## config.mk

```make
export PLATFORM = sky130hd
export DESIGN_NAME = dma_sample_counter
export DESIGN_NICKNAME = d
export VERILOG_FILES = /design/src/rtl/dma_sample_counter.sv
export SDC_FILE = /design/constraint.sdc
export NUM_CORES = 1
export LEC_CHECK = 0
export CORE_MARGIN = 1.5
export CORE_UTILIZATION = 60
export CTS_BUF_LIST = sky130_fd_sc_hd__clkbuf_2 sky130_fd_sc_hd__clkbuf_4 sky130_fd_sc_hd__clkbuf_8
export DETAILED_ROUTE_END_ITERATION = 10
export PLACE_DENSITY = 0.84
export REMOVE_ABC_BUFFERS = 1
export SLEW_MARGIN = 20
export SYNTH_ARGS = -nofsm -noshare
export SYNTH_HDL_FRONTEND = slang
export SYNTH_SLANG_ARGS = --single-unit
```

## constraint.sdc

```tcl
create_clock -name clk -period 2.7 [get_ports clk]
set_clock_uncertainty 0.1 [all_clocks]
set_input_delay 0.405 -clock clk [delete_from_list [all_inputs] [get_ports clk]]
set_output_delay 0.405 -clock clk [all_outputs]
set_load 0.01 [all_outputs]
```

## src/rtl/dma_sample_counter.sv

```systemverilog
module dma_sample_counter #(
  parameter int DW = 8
) (
  input  logic          clk,
  input  logic          rst_n,
  input  logic          reg_wr,
  input  logic [1:0]    reg_addr,
  input  logic [DW-1:0] reg_wdata,
  output logic [DW-1:0] reg_rdata,
  input  logic          sample_done,
  output logic          irq
);
  localparam int CW = 2 * DW;

  logic [DW-1:0] base_lo, base_hi;
  logic [CW-1:0] cur;
  logic          ien, flag;

  wire wr_lo   = reg_wr && reg_addr == 2'd0;
  wire wr_hi   = reg_wr && reg_addr == 2'd1;
  wire wr_ctl  = reg_wr && reg_addr == 2'd2;
  wire wr_st   = reg_wr && reg_addr == 2'd3;
  wire counted = sample_done && !wr_hi;
  wire at_zero = cur == '0;
  wire fire    = counted && at_zero;

  always_ff @(posedge clk or negedge rst_n) begin
    if (!rst_n) begin
      base_lo <= '0;
      base_hi <= '0;
      cur     <= '0;
      ien     <= 1'b0;
      flag    <= 1'b0;
    end else begin
      if (wr_lo)  base_lo <= reg_wdata;
      if (wr_ctl) ien     <= reg_wdata[0];
      if (wr_hi) begin
        base_hi <= reg_wdata;
        cur     <= {reg_wdata, base_lo};
      end else if (counted) begin
        cur <= at_zero ? {base_hi, base_lo} : cur - 1'b1;
      end
      if (fire)       flag <= 1'b1;
      else if (wr_st) flag <= 1'b0;
    end
  end

  always_comb begin
    unique case (reg_addr)
      2'd0: reg_rdata = base_lo;
      2'd1: reg_rdata = base_hi;
      2'd2: reg_rdata = {{(DW-1){1'b0}}, ien};
      default: reg_rdata = {{(DW-1){1'b0}}, flag};
    endcase
  end

  assign irq = flag & ien;
endmodule

```

# == Yosys cells after proc, flatten, opt, wreduce, memory -nomap -nowiden ==
# Index checks and enable logic that the tools add are counted.
# totals
regBits,34
input_bits,14
output_inout_bits,9
elab_cells,27
# op_classes
n_addsub,1
eq_ne,3
n_mux,6
bitwise,1
n_reduce_logical,11
# op_table
cell,n
two-way mux 16 bit,3
case mux 8 bit (3 select lines),1
logical NOT 16 bit,1
subtractor 16 x 1 -> 16 bit (second input constant),1
logical AND 1 bit,6
== test 2 bit (second input constant),2
nonzero test 2 bit,2
== test 2 x 1 -> 1 bit (second input constant),1
logical NOT 2 bit,1
two-way mux 1 bit,2
bitwise AND 1 bit,1
logical NOT 1 bit,1

# == Logic depth before layout (Yosys ltp) ==
# logic_depth
depth_word,6
ltp_mapped,7
mapped_depth_nobuf,7

# == Worst setup path after synthesis ==
# No wires, ideal clock.
# synth_path
path_kind,reg2reg
start,reg cur[2]
end,reg cur[7]
setup_time_ns,0.137
t_arrival_ns,1.543
t_required_ns,2.463
setup_slack_ns,0.920
path_stages_with_launch,7
path_buffers,1
synth_period_minus_slack_ns,1.780
cell_sequence,dfrtp_1 -> buf_4 -> or4_4 -> nor4_1 -> nand3_1 -> o311ai_1 -> a21oi_1
# synth_between
elab_chain_cells,4
elab_cells_between_ends,5
cone_classes,add/sub: 1; mux: 3; reduce/logical: 1
# synth_lines
item,line,source
start: declaration,16,logic [CW-1:0] cur;
start signal: assignment,39,"cur <= {reg_wdata, base_lo};"
start signal: assignment,41,"cur <= at_zero ? {base_hi, base_lo} : cur - 1'b1;"
subtractor 16 x 1 -> 16 bit / logical NOT 16 bit (equally long branches),"41, 24",
two-way mux 16 bit *,41,
two-way mux 16 bit *,40,end else if (counted) begin
two-way mux 16 bit *,37,if (wr_hi) begin
# Mark *: on every way between the ends. The rest lies on a longest branch, timed or not. The select of a mux whose other input is x is not followed.
# A chain may end at the register's enable or synchronous reset.

# == Final worst setup path ==
# layout_path
start,in reg_addr[0]
end,out reg_rdata[0]
# layout_between
elab_chain_cells,2
elab_cells_between_ends,4
cone_classes,eq/ne: 2; mux: 1; reduce/logical: 1
# layout_lines
item,line,source
start: declaration,7,"input logic [1:0] reg_addr,"
== test 2 bit (tied with other cells),49,unique case (reg_addr)
case mux 8 bit (3 select lines) *,49,
end: declaration,9,"output logic [DW-1:0] reg_rdata,"
# Mark *: on every way between the ends. The rest lies on a longest branch, timed or not.

==> impl_metrics.ini <==
[run_status]
status = completed

[logic_synthesis]
yosysSeqAreaShare_pct = 41.0
synthTopCellsByArea = dfrtp_1 41%, nand2_1 6.0%, mux2_2 5.4%
synth_top_area_share_pct = 41.0
ys_ff_latch = 34
synthArstFlopShare_pct = 100
syn_area_um2 = 2070
synth_ff_type = dfrtp_1
syn_area_per_cell_um2 = 9.51
yosysWarnings = 0
synth_most_common_cell = dfrtp_1
syn_inst = 218
yosysTopAreaCell = dfrtp_1
synth-edff-count = 0
ys_top_cells_by_count = 34 x dfrtp_1, 33 x nand2_1, 24 x nor2_1
synth_cell_types = 54

[finish]
fill_cells = 250
multi_input_area_um2 = 1170
area_growth_pct = 20.5
finalNetCount = 264
seq_area_um2 = 851
layout-drive-gt1-share_pct = 18.5
insertedDiodeCount = 0
fin_area_um2 = 2500
fin_cells = 295

[power]
power.density_nw_per_um2 = 754
clkPwrFrac_pct = 26.1
leakagePower_nw = 1.06
power_frac_seq_pct = 42.7
p_sw_share_pct = 34.9
switchingPower_w = 0.000657
power_frac_comb_pct = 31.1
intPower_w = 0.00122
max-vdd-ir-drop_v = 0.000415

[global_route]
grt_max_degree = 35
grt-ovfl-total = 0
grt_use_total_pct = 32.0
antenna_found_initial = 0
grt_pass1_vias = 1687
grt_pass1_wl_um = 8630

[cts]
hold_buffers = 0
cts_tree = yes
clock_sinks = 34
clock_latency_ps = 350
numCtsBuffers = 5
cts_max_path_buffers = 2
cts-root-buf = clkbuf_4
cts_resized = 0
cts.clk_slew.worst_paths_ps = 100
h-tree-depth = 2
cts_setup_buffers = 0

[setup_path]
cp_max_fo = 2
cp.arrival_ps = 1970
cp_data_required_time_ps = 2190
worstSetupStartpointType = input pin
crit_path_end_kind = output pin
path_class = in2out

[die]
start_util_pct = 62.1
die_w_um = 61.8
ios = 23
dieArea_um2 = 3820
placementRows = 21
core_area_um2 = 3340
die_h_um = 61.8

[timing]
hold_viol_final = 0
fin_setup_tns_ps = 0
setup_viol = 0
fin_crit_ps = 2480
holdWs_ps = 357
drv_slew = 0
relSlewSlack_pct = 58.9
rsz0062_at_grt = false
worstMarginPinSlew_ps = 612
period_share_pct = 91.8
fmax_mhz = 403

[drt]
vias_per_cell = 6.33
drt_wl_total_um = 5270
ant_nets = 0
drtIter0Drc = 127
drc_errors = 0
vias = 1868
routedWlPerCell_um = 17.9
firstDrtPassIters = 4

[worst_hold_path]
min_path_type = in2async

[job]
maxCapViolCount = 0

[place]
dp_hpwl_um = 3820
gp_congestion = 0.987
io_buffers = 22
place_area_um2 = 2390
place_inst = 287
==> layout by cell type, fill, tap and decap left out, types with 2 or more instances in the layout <==
cell type / n
clkdlybuf4s50_1: 22
o22a_1: 2
nor3_1: 4
dfrtp_1: 34
nand3b_1: 4
buf_4: 10
mux2_2: 10
o211ai_1: 3
clkbuf_4: 5
nand3_1: 11
a22oi_1: 5
ha_1: 2
o21ai_0: 11
xnor2_1: 2
o2111ai_1: 3
nor4_2: 2
a31oi_1: 2
bufinv_16: 2
nand2_1: 33
and3_2: 2
o311ai_1: 2
a21oi_1: 11
inv_1: 3
mux2i_1: 9
nor4_1: 2
nor2_1: 24
==> per-layer routing <==
| layer | global-route usage (%) | share of wire, % | vias to the layer above |
|---|---|---|---|
| li1 | - | - | 870 |
| met1 | 47.8 | 44 | 919 |
| met2 | 45.9 | 47 | 69 |
| met3 | 7.66 | 7.1 | 10 |
| met4 | 10.3 | 1.7 | 0 |
| met5 | 0 | 0 | - |
==> flip-flops by register name (all words and copies together) (netlist names) <==
register  count
flag          1
base_hi       8
base_lo       8
cur          16
ien           1
==> worst max-delay path, stage by stage <==
cell	delay (ps)
clkdlybuf4s50_1	550
mux4_2	520
clkdlybuf4s50_1	490
==> power groups by stage <==
| stage | sequential (W) | clock (W) | combinational, W |
|---|---|---|---|
| after detailed placement | 0.000811 | 0 | 0.000584 |
| after global routing | 0.000825 | 0.000522 | 0.000664 |
| after floorplan | 0.000769 | 0 | 0.000411 |
| after global placement | 0.000809 | 0 | 0.000565 |
| after CTS | 0.000801 | 0.000495 | 0.000586 |
| final | 0.000804 | 0.000492 | 0.000586 |
==> area by class of cell <==
type                            instances  share of cell area (%)
Clock buffer                            6                    2.05
Clock inverter                          2                    2.40
Inverter                                3                   0.451
Multi-Input combinational cell        172                    46.9
Sequential cell                        34                    34.1
Tap cell                               46                    2.30
Timing Repair Buffer                   32                    11.8
==> through the flow <==
| step | power, W | util [%] | worst slack (ps) |
|---|---|---|---|
| global route | 0.00201 | 74.8 | 149 |
| global placement | 0.00137 | 71.5 | 214 |
| CTS | 0.00188 | 74.8 | 214 |
| finish | 0.00188 | 74.8 | 221 |
| detailed placement | 0.00140 | 71.5 | 214 |
| floorplan | 0.00118 | - | 755 |
==> path summary, 6_finish.rpt <==
| check | from | to | slack, ps | cells past startpoint |
|---|---|---|---|---|
| setup / recovery | reg_addr[0] | reg_rdata[0] | 220 | 3 |
| hold / removal | rst_n | base_lo[4] | 360 | 2 |
| setup reg to reg | cur[0] | cur[10] | 570 | 7 |
| hold reg to reg | base_hi[2] | base_hi[2] | 410 | 2 |
| max in group asynchronous | rst_n | cur[14] | 1830 | 2 |
| min in group clk | base_hi[2] | base_hi[2] | 410 | 2 |
==> logic make-up after synthesis <==
kind of cell | after synthesis | synth area share (%)
flops | 34 | 41.0
xor+xnor | 3 | 1.27
fa+ha+maj | 2 | 1.21
buf+inv | 12 | 2.47
simple gates | 98 | 26.4
compound gates | 49 | 16.8
mux | 20 | 10.9
(Power assumes the default switching activity.)
